### src/rtl/wsc_pkg.sv
package wsc_pkg;

    localparam int POS_W  = 6;
    localparam int TAPS   = 1 << POS_W;
    localparam int NBANK  = 4;
    localparam int SEL_W  = $clog2(NBANK);
    localparam int BANK_W = NBANK * POS_W;

    typedef logic [POS_W-1:0] pos_t;
    typedef logic [TAPS-1:0]  tap_t;

    localparam pos_t POS_MAX = '1;
    localparam pos_t POS_MIN = '0;

    typedef enum logic [2:0] {
        SRC_HOLD,
        SRC_RECALL,
        SRC_XFER,
        SRC_WRITE,
        SRC_STEP
    } src_e;

    typedef struct packed {
        logic rise;
        logic fall;
        logic stop;
        logic sda_moved;
    } bus_ev_t;

    function automatic pos_t sat_step(pos_t p, logic up);
        pos_t r;
        if (up) r = (p == POS_MAX) ? p : p + pos_t'(1);
        else    r = (p == POS_MIN) ? p : p - pos_t'(1);
        return r;
    endfunction

    function automatic tap_t tap_decode(pos_t p);
        tap_t t;
        t    = '0;
        t[p] = 1'b1;
        return t;
    endfunction

endpackage

### src/rtl/wsc_bus_events.sv
module wsc_bus_events
    import wsc_pkg::*;
(
    input  logic    clk,
    input  logic    rst,
    input  logic    scl,
    input  logic    sda,
    output bus_ev_t ev
);
    logic scl_q;
    logic sda_q;

    // Idle bus lines rest high.
    always_ff @(posedge clk) begin
        if (rst) begin
            scl_q <= 1'b1;
            sda_q <= 1'b1;
        end else begin
            scl_q <= scl;
            sda_q <= sda;
        end
    end

    always_comb begin
        ev.rise      = scl & ~scl_q;
        ev.fall      = ~scl & scl_q;
        ev.stop      = scl & scl_q & sda & ~sda_q;
        ev.sda_moved = scl & scl_q & (sda != sda_q);
    end

endmodule

### src/rtl/wsc_step_ctl.sv
module wsc_step_ctl
    import wsc_pkg::*;
(
    input  logic    clk,
    input  logic    rst,
    input  logic    step_arm,
    input  logic    sda,
    input  bus_ev_t ev,
    output logic    mode_q,
    output logic    step_req,
    output logic    step_up
);
    logic dir_q;
    logic clean_q;

    always_ff @(posedge clk) begin
        if (rst) begin
            mode_q  <= 1'b0;
            dir_q   <= 1'b0;
            clean_q <= 1'b0;
        end else begin
            if (step_arm)     mode_q <= 1'b1;
            else if (ev.stop) mode_q <= 1'b0;

            if (ev.rise) begin
                dir_q   <= sda;
                clean_q <= 1'b1;
            end else if (ev.sda_moved) begin
                clean_q <= 1'b0;
            end
        end
    end

    // A pulse counts at its falling edge, only if sda held still throughout.
    assign step_req = mode_q & ev.fall & clean_q;
    assign step_up  = dir_q;

    // stop ends stepping
    assert_stop_ends_mode_R4: assert property (@(posedge clk) disable iff (rst)
        (ev.stop && !step_arm) |=> !mode_q);

    // arming starts stepping
    assert_arm_starts_mode_R12: assert property (@(posedge clk) disable iff (rst)
        step_arm |=> mode_q);

    // a pulse with a moving data line never yields a step at its end
    assert_dirty_pulse_R11: assert property (@(posedge clk) disable iff (rst)
        (ev.sda_moved && !ev.rise) |=> !(step_req && !ev.rise && $past(ev.sda_moved) && ev.fall));

endmodule

### src/rtl/wsc_pos_arb.sv
module wsc_pos_arb
    import wsc_pkg::*;
(
    input  logic              clk,
    input  logic              rst,
    input  logic [BANK_W-1:0] dreg_bank,
    input  logic              recall_go,
    input  logic              xfer_go,
    input  logic [SEL_W-1:0]  xfer_sel,
    input  logic              wr_go,
    input  pos_t              wr_val,
    input  logic              step_req,
    input  logic              step_up,
    output pos_t              pos_q
);
    pos_t bank_arr [NBANK];
    src_e src;
    pos_t pos_d;
    logic any_load;

    for (genvar i = 0; i < NBANK; i++) begin : g_unpack
        assign bank_arr[i] = dreg_bank[i*POS_W +: POS_W];
    end

    assign any_load = recall_go | xfer_go | wr_go;

    always_comb begin
        if (recall_go)     src = SRC_RECALL;
        else if (xfer_go)  src = SRC_XFER;
        else if (wr_go)    src = SRC_WRITE;
        else if (step_req) src = SRC_STEP;
        else               src = SRC_HOLD;
    end

    always_comb begin
        unique case (src)
            SRC_RECALL: pos_d = bank_arr[0];
            SRC_XFER:   pos_d = bank_arr[xfer_sel];
            SRC_WRITE:  pos_d = wr_val;
            SRC_STEP:   pos_d = sat_step(pos_q, step_up);
            default:    pos_d = pos_q;
        endcase
    end

    always_ff @(posedge clk) begin
        if (rst) pos_q <= POS_MIN;
        else     pos_q <= pos_d;
    end

    // recall outranks everything
    assert_recall_load_R5: assert property (@(posedge clk) disable iff (rst)
        recall_go |=> (pos_q == $past(bank_arr[0])));

    // transfer outranks host write and step
    assert_xfer_prio_R9: assert property (@(posedge clk) disable iff (rst)
        (xfer_go && !recall_go) |=> (pos_q == $past(bank_arr[xfer_sel])));

    // host write when no higher source
    assert_write_load_R7: assert property (@(posedge clk) disable iff (rst)
        (wr_go && !recall_go && !xfer_go) |=> (pos_q == $past(wr_val)));

    // saturation at both ends
    assert_sat_top_R8: assert property (@(posedge clk) disable iff (rst)
        (step_req && step_up && !any_load && pos_q == POS_MAX) |=> (pos_q == POS_MAX));
    assert_sat_bottom_R8: assert property (@(posedge clk) disable iff (rst)
        (step_req && !step_up && !any_load && pos_q == POS_MIN) |=> (pos_q == POS_MIN));

    // single step moves exactly one position
    assert_step_up_R3: assert property (@(posedge clk) disable iff (rst)
        (step_req && step_up && !any_load && pos_q != POS_MAX) |=> (pos_q == $past(pos_q) + pos_t'(1)));

    // with no request the position holds
    assert_hold_R4: assert property (@(posedge clk) disable iff (rst)
        (!step_req && !any_load) |=> $stable(pos_q));

endmodule

### src/rtl/wsc_tap_decode.sv
module wsc_tap_decode
    import wsc_pkg::*;
(
    input  logic clk,
    input  logic rst,
    input  pos_t pos_in,
    output tap_t tap_q
);
    localparam tap_t TAP_ONE = tap_t'(1);

    always_ff @(posedge clk) begin
        if (rst) tap_q <= TAP_ONE;
        else     tap_q <= tap_decode(pos_in);
    end

    // exactly one tap switch closed
    assert_onehot_R1: assert property (@(posedge clk) disable iff (rst)
        $onehot(tap_q));

    // select follows position one cycle later
    assert_follow_R2: assert property (@(posedge clk) disable iff (rst)
        !$past(rst) |-> (tap_q == (TAP_ONE << $past(pos_in))));

endmodule

### src/rtl/wiper_step_counter.sv
module wiper_step_counter
    import wsc_pkg::*;
(
    input  logic                        clk,
    input  logic                        rst,
    input  logic [wsc_pkg::BANK_W-1:0]  dreg_bank,
    input  logic                        recall_go,
    input  logic                        xfer_go,
    input  logic [wsc_pkg::SEL_W-1:0]   xfer_sel,
    input  logic                        wr_go,
    input  logic [wsc_pkg::POS_W-1:0]   wr_val,
    input  logic                        step_arm,
    input  logic                        scl,
    input  logic                        sda,
    output logic [wsc_pkg::POS_W-1:0]   wiper_pos,
    output logic [wsc_pkg::TAPS-1:0]    tap_sel,
    output logic                        step_active
);
    bus_ev_t ev;
    logic    step_req;
    logic    step_up;
    pos_t    pos_q;
    tap_t    tap_q;
    logic    mode_q;

    wsc_bus_events u_events (
        .clk (clk),
        .rst (rst),
        .scl (scl),
        .sda (sda),
        .ev  (ev)
    );

    wsc_step_ctl u_step (
        .clk      (clk),
        .rst      (rst),
        .step_arm (step_arm),
        .sda      (sda),
        .ev       (ev),
        .mode_q   (mode_q),
        .step_req (step_req),
        .step_up  (step_up)
    );

    wsc_pos_arb u_arb (
        .clk       (clk),
        .rst       (rst),
        .dreg_bank (dreg_bank),
        .recall_go (recall_go),
        .xfer_go   (xfer_go),
        .xfer_sel  (xfer_sel),
        .wr_go     (wr_go),
        .wr_val    (wr_val),
        .step_req  (step_req),
        .step_up   (step_up),
        .pos_q     (pos_q)
    );

    wsc_tap_decode u_dec (
        .clk    (clk),
        .rst    (rst),
        .pos_in (pos_q),
        .tap_q  (tap_q)
    );

    assign wiper_pos   = pos_q;
    assign tap_sel     = tap_q;
    assign step_active = mode_q;

    // reset state seen on the first cycle out of reset
    assert_reset_state_R10: assert property (@(posedge clk)
        $past(rst) |-> (wiper_pos == '0 && tap_sel == tap_t'(1) && !step_active));

endmodule

### config.mk
export PLATFORM = sky130hd
export DESIGN_NAME = wiper_step_counter
export DESIGN_NICKNAME = d
export VERILOG_FILES = /design/src/rtl/wsc_pkg.sv /design/src/rtl/wsc_bus_events.sv /design/src/rtl/wsc_step_ctl.sv /design/src/rtl/wsc_pos_arb.sv /design/src/rtl/wsc_tap_decode.sv /design/src/rtl/wiper_step_counter.sv
export SDC_FILE = /design/constraint.sdc
export NUM_CORES = 1
export LEC_CHECK = 0
export ABC_CLOCK_PERIOD_IN_PS = 3400
export BUFFER_PORTS_ARGS = -buffer_cell sky130_fd_sc_hd__buf_2
export CAP_MARGIN = 20
export CORE_UTILIZATION = 50
export CTS_CLUSTER_SIZE = 24
export DETAILED_ROUTE_END_ITERATION = 8
export GPL_TIMING_DRIVEN = 1
export PLACE_DENSITY = 0.82
export SETUP_SLACK_MARGIN = 0.3
export SLEW_MARGIN = 20
export SYNTH_ARGS = -nofsm -noshare
export SYNTH_HDL_FRONTEND = slang
export SYNTH_HIERARCHICAL = 1
export SYNTH_SLANG_ARGS = --single-unit
### constraint.sdc
create_clock -name clk -period 3.4 [get_ports clk]
set_input_delay 0.34 -clock clk [delete_from_list [all_inputs] [get_ports clk]]
set_output_delay 0.34 -clock clk [all_outputs]
set_load 0.02 [all_outputs]
==> summary.txt <==
outcome - completed
initial DRC count - 70
area grow syn2layout - 27.04%
PostCTS Resize Cnt - 0
Antenna Nets Post-Route - 0
Die X - 76.59 um
reg-to-reg critical path startpoint - u_arb/pos_q[0]
Slew Viols, Final - 0
Clock Sinks - 75
CTS tree - yes
hold_buf cts - 0
max_cap viols - 0
post-synthesis xor/xnor area fraction - 0.6298%
area leader, netlist - dfxtp_1
largest family of logic cells by synthesized area - simple AND/OR/NAND/NOR gates
postcts setup bufs - 0
Reg clk slew, reported paths - 70 ps
DR DRC count - 0
most common cell in the netlist - dfxtp_1
complex-gate fraction of the synthesized area - 11.38%
minimum clock period after layout - 2137 ps
Worst setup SP type - register
IO Pins - 111
number of synthesized flops with an enable pin - 0
CORE AREA - 0.005238 mm^2
Leak Pwr - 1.608 nW
final wirelength - 6.578 mm
# rows - 26
synth cell count leaders - dfxtp_1, nor2_1, a21oi_1, clkbuf_1, nand2_1
Tightest Pin Transition - 483.6 ps
proportion of synthesized area in mux cells - 5.398%
Max transition margin - 67.71%
critical hold path startpoint - scl
final setup fails - 0
Worst Clk Skew - 5.204 ps
P per Cell Area - 502.5 mW/mm^2
Global Route Usage Sum - 24.78%
HP Class - in -> reg
GPL Wtd Cong - 0.8681
post-synthesis sequential area ratio - 53.98%
f_max - 468.0 MHz
final period utilization - 62.85%
Starting Density - 53.11%
Non-Filler Instances - 460
Worst Path Required - 3680 ps
filler cell count - 427
CP endpoint kind - register
syn_nets - 327
#FFs+latches synth - 75
RSZ-0062 raised after global routing - no
CP Max Fanout - 16
DP HPWL - 4.799 mm
Diodes inserted - 0
CTS Buf Count - 9
largest net degree at the start of global routing - 21
Hold WS - 210.9 ps
total gr overflow - 0
Max Root-Sink Buffers - 2
Mapped Avg Cell Area - 9.863 um^2
vias per cell - 5.222
Vias - 2402
global-route wire length before repair - 11.19 mm
initial antenna violation count - 0
share of cells above drive strength 1 - 35.38%
Main synth FF type - dfxtp_1
number of warnings issued by yosys - 6
htree depth - 3
post-synth top area share - 53.98%
drt wl/cell - 14.30 um
ranking of synthesized cells by area - dfxtp_1, nor2_1, mux4_2, a21oi_1, mux2i_1
layout net count - 430
ys async rst share - 0%
Final TNS setup - 0 ps
WS Path Type - reg -> reg
synthesized area - 0.002781 mm^2
Simple-Gate Fraction of Synth Area - 22.31%
I/O Buffers - 110
Synth Instances - 282
Clock Latency Late Sink - 340 ps
Unique masters post-synth - 47
Max VDD drop - 0.4154 mV
Final Hold Fails - 0
CP arrival - 2410 ps
vias in the first global route - 2394
adder-cell share of the synthesized area - 2.519%
drt pass-1 iters - 4
die area - 0.005865 mm^2
Die H - 76.59 um
Inst Count DP - 444
CP startpoint - u_arb/pos_q[0]
Root Driver - clkbuf_8
state kept, by name (all words and copies together) (netlist names):
name / flops
u_events/sda_q: 1
u_step/mode_q: 1
u_events/scl_q: 1
u_dec/tap_q: 64
u_arb/pos_q: 6
u_step/clean_q: 1
u_step/step_up: 1
cells in the final DEF, fill, tap and decap left out, types with 3 or more instances in the layout:
cell and instances:
ha_1 4, o211ai_1 6, nor2_1 72, nand3_1 4, clkbuf_8 9, nand2b_1 6
dfxtp_1 75, or3b_1 3, nand2_1 10, buf_2 110, or4b_1 3, mux2i_1 6
nand3b_1 4, nand4bb_1 3, nor2b_1 3, inv_1 7, a21oi_1 17, mux4_2 4
worst max-delay path, stage by stage, from the launching register on:
cell and delay (ps):
dfxtp_1 610, inv_1 140, fa_1 430, nand2b_1 190
a21oi_1 190, mux2i_1 210, o221ai_1 140, a21oi_1 160
power breakdown:
group          switching, W  leakage [nW]  internal (W)  total, W
logic              0.000116         0.904     0.0000862  0.000202
registers         0.0000260         0.607      0.000894  0.000920
clock network      0.000313        0.0966      0.000340  0.000653
total              0.000455          1.61       0.00132   0.00178
per-layer routing:
metal / GRT usage (%) / share of wire (%) / up-vias
met5: 0 / 0 / -
met4: 13.85 / 2.9 / 0
met3: 7.425 / 5.9 / 25
met2: 41.80 / 51 / 108
met1: 27.83 / 40 / 1098
li1: - / - / 1171
path summary, 6_finish.rpt:
check | slack, ps | end | cells after the start
setup / recovery | 1260 | u_arb/pos_q[4] | 7
hold / removal | 210 | u_events/scl_q | 2
setup reg to reg | 1260 | u_arb/pos_q[4] | 7
hold reg to reg | 480 | u_step/clean_q | 2
cell type report:
type / count / area, um^2 / area share [%]
clock buffers: 10 / 127.6 / 3.612
repair buffers: 110 / 550.5 / 15.58
clock inverters: 6 / 65.06 / 1.841
flip-flops and latches: 75 / 1501 / 42.49
inverters: 7 / 26.28 / 0.7436
multi-input cells: 182 / 1175 / 33.25
well taps: 70 / 87.58 / 2.479
through the flow:
step	setup WS [ps]	instance area, um^2	power [W]	util (%)
after floorplan	1409	2781	0.001073	-
after global placement	1399	3341	0.001134	63.78
after detailed placement	1325	3341	0.001139	63.78
after CTS	1302	3533	0.001788	67.46
after global routing	1099	3533	0.001850	67.46
final	1263	3533	0.001776	67.46
cell families (layout without fill, tap and decap cells):
| group | Yosys count | after routing |
|---|---|---|
| XOR/XNOR | 2 | 2 |
| multiplexers | 10 | 10 |
| AO/OA/AOI/OAI | 42 | 42 |
| buffers and inverters | 25 | 133 |
| flip-flops | 75 | 75 |
| AND/OR/NAND/NOR | 123 | 123 |
| adder cells (fa/ha/maj) | 5 | 5 |
Note: power is estimated with default switching activity, not from simulation.
